--- config.mk ---
export PLATFORM = sky130hd
export DESIGN_NAME = sblk_framer
export DESIGN_NICKNAME = d
export VERILOG_FILES = /design/src/rtl/sblk_pkg.sv /design/src/rtl/sblk_seq.sv /design/src/rtl/sblk_hold.sv /design/src/rtl/sblk_pick.sv /design/src/rtl/sblk_framer.sv
export SDC_FILE = /design/constraint.sdc
export NUM_CORES = 1
export LEC_CHECK = 0
export ABC_CLOCK_PERIOD_IN_PS = 8700
export BUFFER_PORTS_ARGS = -buffer_cell sky130_fd_sc_hd__buf_4
export CAP_MARGIN = 25
export CORE_ASPECT_RATIO = 0.7
export CORE_UTILIZATION = 30
export CTS_CLUSTER_DIAMETER = 100
export DETAILED_ROUTE_END_ITERATION = 10
export GPL_TIMING_DRIVEN = 0
export SYNTH_ARGS = -nofsm -noshare
export SYNTH_HDL_FRONTEND = slang
export SYNTH_HIERARCHICAL = 1
export SYNTH_SLANG_ARGS = --single-unit
--- constraint.sdc ---
create_clock -name clk -period 8.7 [get_ports clk]
set_input_delay 2.175 -clock clk [delete_from_list [all_inputs] [get_ports clk]]
set_output_delay 2.175 -clock clk [all_outputs]
set_load 0.01 [all_outputs]
--- src/rtl/sblk_pkg.sv ---
package sblk_pkg;
  typedef enum logic [2:0] {
    BK_HDR0 = 3'd0,
    BK_HDR1 = 3'd1,
    BK_CTRL = 3'd2,
    BK_SYNC = 3'd3,
    BK_PAY  = 3'd4
  } bitkind_e;
endpackage

--- src/rtl/sblk_seq.sv ---
module sblk_seq
  import sblk_pkg::*;
#(
  parameter int BLOCK_BITS  = 480,
  parameter int HDR_ZEROS   = 24,
  parameter int CTRL_BITS   = 5,
  parameter int SYNC_PERIOD = 24,
  parameter int FRAME_BITS  = 137,
  parameter int SPARE_BITS  = 79,
  localparam int POS_W      = $clog2(BLOCK_BITS),
  localparam int PAY_SLOTS  = 2 * (FRAME_BITS + SPARE_BITS),
  localparam int SLOT_W     = $clog2(PAY_SLOTS),
  localparam int PH_W       = $clog2(SYNC_PERIOD),
  localparam int CI_W       = $clog2(CTRL_BITS)
) (
  input  logic              clk,
  input  logic              rst,
  input  logic              en,
  input  logic              call_active,
  output logic              start,
  output logic              emit,
  output logic              in_block,
  output bitkind_e          kind,
  output logic [CI_W-1:0]   ctrl_idx,
  output logic [SLOT_W-1:0] slot
);
  localparam int PAY_START  = HDR_ZEROS + 1 + CTRL_BITS;
  localparam int SYNC_START = HDR_ZEROS + SYNC_PERIOD;

  logic              active_q;
  logic [POS_W-1:0]  pos_q;
  logic [PH_W-1:0]   ph_q;
  logic [SLOT_W-1:0] slot_q;

  logic [POS_W-1:0]  cur_pos;
  logic [PH_W-1:0]   cur_ph;
  logic [SLOT_W-1:0] cur_slot;
  logic              last_bit;

  // a block that is not running always resumes from position zero
  assign cur_pos  = active_q ? pos_q  : '0;
  assign cur_ph   = active_q ? ph_q   : '0;
  assign cur_slot = active_q ? slot_q : '0;

  assign start    = en && !active_q && call_active;
  assign emit     = en && (active_q || call_active);
  assign in_block = active_q;
  assign slot     = cur_slot;
  assign last_bit = (cur_pos == POS_W'(BLOCK_BITS - 1));
  assign ctrl_idx = CI_W'(cur_pos - POS_W'(HDR_ZEROS + 1));

  always_comb begin
    if (cur_pos < POS_W'(HDR_ZEROS))
      kind = BK_HDR0;
    else if (cur_pos == POS_W'(HDR_ZEROS))
      kind = BK_HDR1;
    else if (cur_pos < POS_W'(PAY_START))
      kind = BK_CTRL;
    else if (cur_pos >= POS_W'(SYNC_START) && cur_ph == '0)
      kind = BK_SYNC;
    else
      kind = BK_PAY;
  end

  always_ff @(posedge clk) begin
    if (rst) begin
      active_q <= 1'b0;
      pos_q    <= '0;
      ph_q     <= '0;
      slot_q   <= '0;
    end else if (emit) begin
      if (last_bit) begin
        active_q <= 1'b0;
        pos_q    <= '0;
        ph_q     <= '0;
        slot_q   <= '0;
      end else begin
        active_q <= 1'b1;
        pos_q    <= cur_pos + POS_W'(1);
        ph_q     <= (cur_ph == PH_W'(SYNC_PERIOD - 1)) ? '0 : cur_ph + PH_W'(1);
        slot_q   <= cur_slot + SLOT_W'(kind == BK_PAY);
      end
    end
  end

  // the final bit of a block is the final payload slot
  assert_slot_total_R2: assert property (@(posedge clk) disable iff (rst)
    (emit && last_bit) |-> (kind == BK_PAY && cur_slot == SLOT_W'(PAY_SLOTS - 1)));

  // the position register never leaves the block
  assert_pos_bound_R2: assert property (@(posedge clk) disable iff (rst)
    pos_q < POS_W'(BLOCK_BITS));
endmodule

--- src/rtl/sblk_hold.sv ---
module sblk_hold #(
  parameter int FRAME_BITS = 137,
  parameter int STEAL_W    = 3,
  parameter int BAD_W      = 2
) (
  input  logic                  clk,
  input  logic                  rst,
  input  logic                  load,
  input  logic [FRAME_BITS-1:0] fa_in,
  input  logic [FRAME_BITS-1:0] fb_in,
  input  logic [STEAL_W-1:0]    steal_in,
  input  logic [BAD_W-1:0]      bad_in,
  output logic [FRAME_BITS-1:0] fa_q,
  output logic [FRAME_BITS-1:0] fb_q,
  output logic [STEAL_W-1:0]    steal_q,
  output logic [BAD_W-1:0]      bad_q
);
  always_ff @(posedge clk) begin
    if (rst) begin
      fa_q    <= '0;
      fb_q    <= '0;
      steal_q <= '0;
      bad_q   <= '0;
    end else if (load) begin
      fa_q    <= fa_in;
      fb_q    <= fb_in;
      steal_q <= steal_in;
      bad_q   <= bad_in;
    end
  end

  // captured block contents move only on a block start
  assert_hold_inputs_R9: assert property (@(posedge clk) disable iff (rst)
    !load |=> ($stable(fa_q) && $stable(fb_q) && $stable(steal_q) && $stable(bad_q)));
endmodule

--- src/rtl/sblk_pick.sv ---
module sblk_pick
  import sblk_pkg::*;
#(
  parameter int FRAME_BITS = 137,
  parameter int SPARE_BITS = 79,
  parameter int CTRL_BITS  = 5,
  localparam int PAY_SLOTS = 2 * (FRAME_BITS + SPARE_BITS),
  localparam int SLOT_W    = $clog2(PAY_SLOTS),
  localparam int FI_W      = $clog2(FRAME_BITS),
  localparam int CI_W      = $clog2(CTRL_BITS)
) (
  input  bitkind_e              kind,
  input  logic [CI_W-1:0]       ctrl_idx,
  input  logic [SLOT_W-1:0]     slot,
  input  logic [FRAME_BITS-1:0] fa,
  input  logic [FRAME_BITS-1:0] fb,
  input  logic [2:0]            steal,
  input  logic [1:0]            bad,
  output logic                  bit_o
);
  localparam int HALF = FRAME_BITS + SPARE_BITS;

  logic [CTRL_BITS-1:0] cw;
  logic [FI_W-1:0]      ia;
  logic [FI_W-1:0]      ib;
  logic                 pay_bit;

  // control word in send order: steal code MSB first, then the two bad flags
  assign cw = {bad[0], bad[1], steal[0], steal[1], steal[2]};
  assign ia = FI_W'(slot);
  assign ib = FI_W'(slot - SLOT_W'(HALF));

  always_comb begin
    if (slot < SLOT_W'(FRAME_BITS))
      pay_bit = fa[ia];
    else if (slot < SLOT_W'(HALF))
      pay_bit = 1'b1;
    else if (slot < SLOT_W'(HALF + FRAME_BITS))
      pay_bit = fb[ib];
    else
      pay_bit = 1'b1;
  end

  always_comb begin
    unique case (kind)
      BK_HDR0: bit_o = 1'b0;
      BK_HDR1: bit_o = 1'b1;
      BK_CTRL: bit_o = cw[ctrl_idx];
      BK_SYNC: bit_o = 1'b1;
      default: bit_o = pay_bit;
    endcase
  end
endmodule

--- src/rtl/sblk_framer.sv ---
module sblk_framer
  import sblk_pkg::*;
#(
  parameter int BLOCK_BITS  = 480,
  parameter int FRAME_BITS  = 137,
  parameter int SPARE_BITS  = 79,
  parameter int HDR_ZEROS   = 24,
  parameter int SYNC_PERIOD = 24,
  parameter int CTRL_BITS   = 5,
  localparam int PAY_SLOTS  = 2 * (FRAME_BITS + SPARE_BITS),
  localparam int SLOT_W     = $clog2(PAY_SLOTS),
  localparam int CI_W       = $clog2(CTRL_BITS)
) (
  input  logic                  clk,
  input  logic                  rst,
  input  logic                  bit_en,
  input  logic                  call_active,
  input  logic [FRAME_BITS-1:0] frame_a,
  input  logic [FRAME_BITS-1:0] frame_b,
  input  logic [2:0]            steal_code,
  input  logic [1:0]            bad_code,
  output logic                  ser_out,
  output logic                  block_start
);
  logic              start, emit, in_block, nxt_bit;
  bitkind_e          kind;
  logic [CI_W-1:0]   ctrl_idx;
  logic [SLOT_W-1:0] slot;
  logic [FRAME_BITS-1:0] fa_q, fb_q;
  logic [2:0]        steal_q;
  logic [1:0]        bad_q;

  sblk_seq #(
    .BLOCK_BITS(BLOCK_BITS), .HDR_ZEROS(HDR_ZEROS), .CTRL_BITS(CTRL_BITS),
    .SYNC_PERIOD(SYNC_PERIOD), .FRAME_BITS(FRAME_BITS), .SPARE_BITS(SPARE_BITS)
  ) u_seq (
    .clk(clk), .rst(rst), .en(bit_en), .call_active(call_active),
    .start(start), .emit(emit), .in_block(in_block), .kind(kind),
    .ctrl_idx(ctrl_idx), .slot(slot)
  );

  sblk_hold #(.FRAME_BITS(FRAME_BITS), .STEAL_W(3), .BAD_W(2)) u_hold (
    .clk(clk), .rst(rst), .load(start),
    .fa_in(frame_a), .fb_in(frame_b), .steal_in(steal_code), .bad_in(bad_code),
    .fa_q(fa_q), .fb_q(fb_q), .steal_q(steal_q), .bad_q(bad_q)
  );

  sblk_pick #(
    .FRAME_BITS(FRAME_BITS), .SPARE_BITS(SPARE_BITS), .CTRL_BITS(CTRL_BITS)
  ) u_pick (
    .kind(kind), .ctrl_idx(ctrl_idx), .slot(slot),
    .fa(fa_q), .fb(fb_q), .steal(steal_q), .bad(bad_q), .bit_o(nxt_bit)
  );

  always_ff @(posedge clk) begin
    if (rst) begin
      ser_out     <= 1'b1;
      block_start <= 1'b0;
    end else begin
      block_start <= start;
      if (bit_en)
        ser_out <= emit ? nxt_bit : 1'b1;
    end
  end

  // an idle enable with no call leaves a one on the line
  assert_idle_ones_R1: assert property (@(posedge clk) disable iff (rst)
    (bit_en && !in_block && !call_active) |=> ser_out);

  // the line moves only on enable edges
  assert_hold_line_R11: assert property (@(posedge clk) disable iff (rst)
    !bit_en |=> $stable(ser_out));

  // the start marker always accompanies a header zero
  assert_mark_zero_R10: assert property (@(posedge clk) disable iff (rst)
    block_start |-> !ser_out);

  // forced positions reach the line as ones
  assert_sync_one_R5: assert property (@(posedge clk) disable iff (rst)
    (emit && kind == BK_SYNC) |=> ser_out);

  // header zero positions reach the line as zeros
  assert_header_zero_R3: assert property (@(posedge clk) disable iff (rst)
    (emit && kind == BK_HDR0) |=> !ser_out);
endmodule

======== Yosys cells after proc, flatten, opt, wreduce, memory -nomap -nowiden ========
Cells that the tools add are included.
word-level totals
  flip-flop bits (word level) ............. 305
  input port bits ......................... 283
  output and inout port bits .............. 2
  logic and storage cells ................. 63
operators by class
  add/subtract/negate cells ............... 5
  $lt $le $gt $ge ......................... 9
  equality and inequality tests ........... 7
  mux-type cells .......................... 23
  reduce and logical (&&, ||, !) cells .... 9
operators by type and width
  kind                                                                                  count
  9-bit two-way mux                                                                     4
  8-bit by 9-bit less-than comparator with 1-bit output (second input constant)         2
  9-bit by 5-bit less-than comparator with 1-bit output (second input constant)         2
  9-bit by 8-bit less-than comparator with 1-bit output (second input constant)         2
  1-bit binary-select mux with 8-bit select                                             2
  5-bit two-way mux                                                                     3
  3-bit two-way mux                                                                     4
  9-bit by 1-bit adder with 9-bit output                                                1
  9-bit by 1-bit adder with 9-bit output (second input constant)                        1
  9-bit by 5-bit == test with 1-bit output (second input constant)                      1
  9-bit == test (second input constant)                                                 1
  9-bit by 6-bit greater-or-equal comparator with 1-bit output (second input constant)  1
  9-bit less-than comparator (second input constant)                                    1
  1-bit two-way mux                                                                     8
  8-bit subtractor (second input constant)                                              1
  3-bit by 2-bit == test with 1-bit output (second input constant)                      2
  5-bit by 1-bit adder with 5-bit output (second input constant)                        1
  5-bit == test (second input constant)                                                 1
  5-bit logical NOT                                                                     1
  1-bit logical AND                                                                     4
  3-bit by 4-bit less-than comparator with 1-bit output (second input constant)         1
  1-bit binary-select mux with 3-bit select                                             1
  3-bit by 1-bit == test with 1-bit output (second input constant)                      1
  3-bit == test (second input constant)                                                 1
  6 further kinds                                                                       6

======== Depth between registers and ports, before layout ========
  depth in word-level cells ............... 11
  depth in mapped cells ................... 16

======== Modules after synthesis ========
Netlist, hierarchy kept.
by module, submodules not included
  module       times used  cells each  area each (µm²)  seq. area each (µm²)
  sblk_hold    1           899         9,934.5          5,585.4
  sblk_pick    1           254         2,955.3          0.0
  sblk_seq     1           212         1,601.5          480.5
  sblk_framer  1           6           67.6             40.0

======== Least setup slack after synthesis ========
Ideal clock, no wire load.
  path type ............................... register -> register
  start ................................... reg u_seq.active_q, in the netlist u_seq/in_block
  end ..................................... reg ser_out
  setup time .............................. 0.122 ns
  data arrival time ....................... 3.036 ns
  data required time ...................... 8.578 ns
  setup slack ............................. 5.541 ns
  cell stages (with the launch flop) ...... 16
  period minus slack after synthesis ...... 3.159 ns
  path through ............................ dfxtp_1 buf_2 buf_2 clkbuf_1 and2_1 buf_6 buf_12 mux4_1 mux2_2 a21oi_1 o211ai_1 o22a_1 o211ai_2 a32oi_2 nor4bb_1 nor2_1
between the ends
  elaborated cells between the ends (all ways) .. 36
  those cells by class .................... add/sub (2); order compare (6); eq/ne (4); mux (18); reduce/logical (6)
RTL lines
  what                                       line               RTL
  from (decl)                                sblk_seq.sv:30     logic active_q;
  from (signal assigned)                     sblk_seq.sv:67     active_q <= 1'b0;
  from (signal assigned)                     sblk_seq.sv:73     active_q <= 1'b0;
  from (signal assigned)                     sblk_seq.sv:78     active_q <= 1'b1;
  9-bit two-way mux (*)                      sblk_seq.sv:43     assign cur_slot = active_q ? slot_q : '0;
  net slot[0]                                sblk_framer.sv:28  logic [SLOT_W-1:0] slot;
  8-bit subtractor                           sblk_pick.sv:31    assign ib = FI_W'(slot - SLOT_W'(HALF));
  1-bit binary-select mux with 8-bit select  sblk_pick.sv:39    pay_bit = fb[ib];
  1-bit two-way mux (not written as such)    sblk_pick.sv:39
  1-bit two-way mux                          sblk_pick.sv:38    else if (slot < SLOT_W'(HALF + FRAME_BITS))
  1-bit two-way mux                          sblk_pick.sv:36    else if (slot < SLOT_W'(HALF))
  1-bit two-way mux (*)                      sblk_pick.sv:34    if (slot < SLOT_W'(FRAME_BITS))
  1-bit one-hot mux with 3 select lines (*)  sblk_pick.sv:45    unique case (kind)
  net nxt_bit                                sblk_framer.sv:25  logic start, emit, in_block, nxt_bit;
  1-bit two-way mux (*)                      sblk_framer.sv:62  ser_out <= emit ? nxt_bit : 1'b1;
  to (signal assigned)                       sblk_framer.sv:62
  to (decl)                                  sblk_framer.sv:22  output logic ser_out,
Mark *: on every way through the listed nets, which the timed path passes. The rest lies on a longest branch. The select of a mux whose other input is x is not followed.
A chain may end at the register's enable or synchronous reset.

======== Final worst setup path ========
Ends and elaborated chain as after synthesis.

==> summary.md <==
| Metric | Value |
|---|---|
| Status | `complete, no violations` |
| Max VDD drop | `114 uV` |
| Commonest non-fill, non-tap cell in the layout | `dfxtp_1` |
| Clock network power share | `44.3%` |
| Clock sink count | `305` |
| Syn avg cell area | `around 11 um2` |
| Rel. slew slack | `39.9%` |
| Netlist cell types | `77` |
| Routed wire length | `between 40 and 50 mm` |
| Placement Rows | `67` |
| Psw | `0.806 mW` |
| Layout cells sized above 1 | `28.2%` |
| P_int | `about 2.5 mW` |
| Sequential element share of the synthesized area | `41.9%` |
| Cell area after synthesis | `14600 um2` |
| CTS clk-pin slew, worst paths | `0.06 ns` |
| Final Hold Viols | `0` |
| Post-CTS Repair Setup Buffers | `0` |
| Post-synthesis cell count | `approximately 1400` |
| WP data required | `9.08 ns` |
| # resized after CTS | `0` |
| Crit path time final | `4.47 ns` |
| Startpoint class of the critical path | `register` |
| First-pass GRT wire length | `70.1 mm` |
| Crit. End Element | `register` |
| Tcrit/Tclk final | `51.4%` |
| DR top layer | `met5` |
| Hold Path Class | `register to register` |
| Setup TNS | `0 ns` |
| IO buf count | `about 280` |
| Hold_buf cts | `0` |
| Fmax achieved | `0.224 GHz` |
| Commonest non-fill, non-tap cells in the layout | `305 x dfxtp_1, 299 x mux2i_1, 298 x nor2_1, 294 x buf_4, 53 x nand2_1` |
| Met1 Wirelength | `roughly 22 mm` |
| Yosys warnings | `6` |
| Clock skew | `0.0257 ns` |
| Htree depth | `2` |
| Synth Register Bits | `305` |
| Post-DRT Antenna Nets | `0` |
| Max Cap Viol | `0` |
| Largest buffer count on any clock path | `3` |
| Worst slew pin tran | `0.894 ns` |
| Chip width | `approximately 270 um` |
| Cell Pwr Density | `179 nW/um2` |
| # DRC | `0` |
| Initial antenna violation count | `6` |
| DIE AREA | `49400 um2` |
| Synth-to-layout area growth | `28.3%` |
| Met3 Routed Length | `3.44 mm` |
| CTS Root Buffer Type | `clkbuf_16` |
| Die Y-Extent | `186 um` |
| Via count | `11500` |
| Largest area contributor in the netlist | `dfxtp_1` |
| Detail Placement HPWL | `around 36 mm` |
| Clock Latency Late Sink | `0.53 ns` |
| Routed WL per cell | `19.8 um` |
| Main synth FF type | `dfxtp_1` |
| Critical Path AT | `between 4 and 5 ns` |
| Post-synth EDFFs | `0` |
| Top cell type's share of synthesized area | `41.9%` |
| CP Max Fanout | `10` |
| Cts bufs inserted | `35` |
| CP Class | `register to register` |
| Cells after DPL | `between 2000 and 2500` |
| DRT iter0 DRCs | `711` |
| Final setup fails | `0` |
| Vias in the first global route | `11600` |
| GR Util All Layers | `18.7%` |
| Total gr overflow | `0` |
| Min Hold Slack | `0.453 ns` |
| Sw Ratio | `about 24%` |
| Total core area | `47900 um2` |
| Comb pwr share | `10.9%` |
| Nets | `1986` |
| FFs w/ async S/R, synth | `0%` |
| IO Count | `285` |
| Avg Vias per Cell | `4.84` |
| Post-Place Cell Area | `17500 um2` |
| DRT Pass-1 Iters | `5` |
| Largest net degree at the start of global routing | `14` |
| Syn nets | `roughly 1700` |
| Initial Util | `30.4%` |
| Routability congestion estimate from global placement | `0.863` |
| CTS tree | `built` |
| Largest cells by area after synthesis | `dfxtp_1 42%, mux2i_1 21%, nor2_1 7.7%, mux4_1 6.3%, mux4_2 4.5%` |
| Final non-filler cell area | `between 15000 and 20000 um2` |
| RSZ-0062 raised after global routing | `false` |
| Slew Viols, Final | `0` |
| Fin cells | `~2400` |
| Leakage | `7.48 nW` |
| WL met2 | `20.7 mm` |
| Share of power burned in registers | `44.8%` |
| Final design utilization | `39.0%` |
==> per-layer routing <==
layer	track usage, %	vias to the layer above
met5	0	-
met4	3.85	4
met3	4.75	61
met2	29.2	371
met1	25.9	5528
li1	-	5539
==> final cells by class <==
class / instances / area [um2]
inverter: 15 / 56.3
multi-input combinational: 945 / 7500
buffer: 106 / 898
antenna: 5 / 12.5
fill: 4737 / 29200
clock inverter: 15 / 154
timing repair buffer: 284 / 2130
sequential: 305 / 6110
tap: 655 / 820
clock buffer: 48 / 996
==> state kept, by name, summed over array words and instances (netlist names) <==
signal,flops
u_seq/slot_q,9
u_seq/in_block,1
ser_out,1
block_start,1
u_hold/bad_q,2
u_hold/fb_q,137
u_seq/pos_q,9
u_seq/ph_q,5
u_hold/fa_q,137
u_hold/steal_q,3
==> worst max-delay path, stage by stage (launching register included) <==
cell and delay, ns:
dfxtp_1 0.31, buf_2 0.22, buf_2 0.28, clkbuf_1 0.39
and2_1 0.34, buf_6 0.26, buf_12 0.22, buf_12 0.18
mux4_2 0.57, nor4b_1 0.35, nor3_1 0.10, o2111ai_1 0.34
a32oi_2 0.19, nor4bb_1 0.48, nor2_1 0.09
==> path summary, 6_finish.rpt <==
| path | from | endpoint | slack (ns) | cells after the start |
|---|---|---|---|---|
| setup reg to reg | u_seq/in_block | ser_out | 4.23 | 14 |
| hold reg to reg | u_seq/slot_q[0] | u_seq/slot_q[0] | 0.45 | 2 |
| hold / removal | u_seq/slot_q[0] | u_seq/slot_q[0] | 0.45 | 2 |
| setup / recovery | u_seq/in_block | ser_out | 4.23 | 14 |
==> stage by stage <==
| stage | setup WS, ns | total power [mW] |
|---|---|---|
| final | 4.23 | 3.34 |
| after CTS | 4.17 | 3.39 |
| after detailed placement | 4.22 | 1.89 |
| after global placement | 4.21 | 1.88 |
| after floorplan | 5.54 | 1.72 |
| after global routing | 3.97 | 3.48 |
==> power by group through the flow <==
stage | registers, mW | clock network (mW) | logic (mW)
floorplan | 1.51 | 0 | 0.207
global placement | 1.52 | 0 | 0.357
detailed placement | 1.53 | 0 | 0.363
CTS | 1.49 | 1.53 | 0.365
global route | 1.50 | 1.59 | 0.394
finish | 1.49 | 1.48 | 0.362
==> cell usage after synthesis (5+ instances only) <==
cell	count
dfxtp_1	305
mux2i_1	299
nor2_1	298
nand2_1	53
buf_2	36
mux4_1	35
nand3_1	30
mux4_2	29
a21oi_1	27
o21ai_0	19
buf_6	17
clkbuf_1	16
inv_1	14
a31oi_1	13
and2_1	11
buf_8	11
ha_1	11
buf_4	10
clkbuf_8	10
nor3_1	10
nand4_1	7
a22oi_1	5
mux2_2	5
or3_1	5
or4_1	5
==> cell families (layout without fill, tap and decap cells) <==
group,count (synthesis),after routing,share of synthesized area (%)
compound gates,103,103,4.74
xor+xnor,5,5,0.301
fa+ha+maj,11,11,0.945
buf+inv,121,468,6.56
flops,305,305,41.9
mux,368,368,31.7
other cells,0,5,0
simple gates,458,458,13.8
Power figures use the tool's default switching activity.
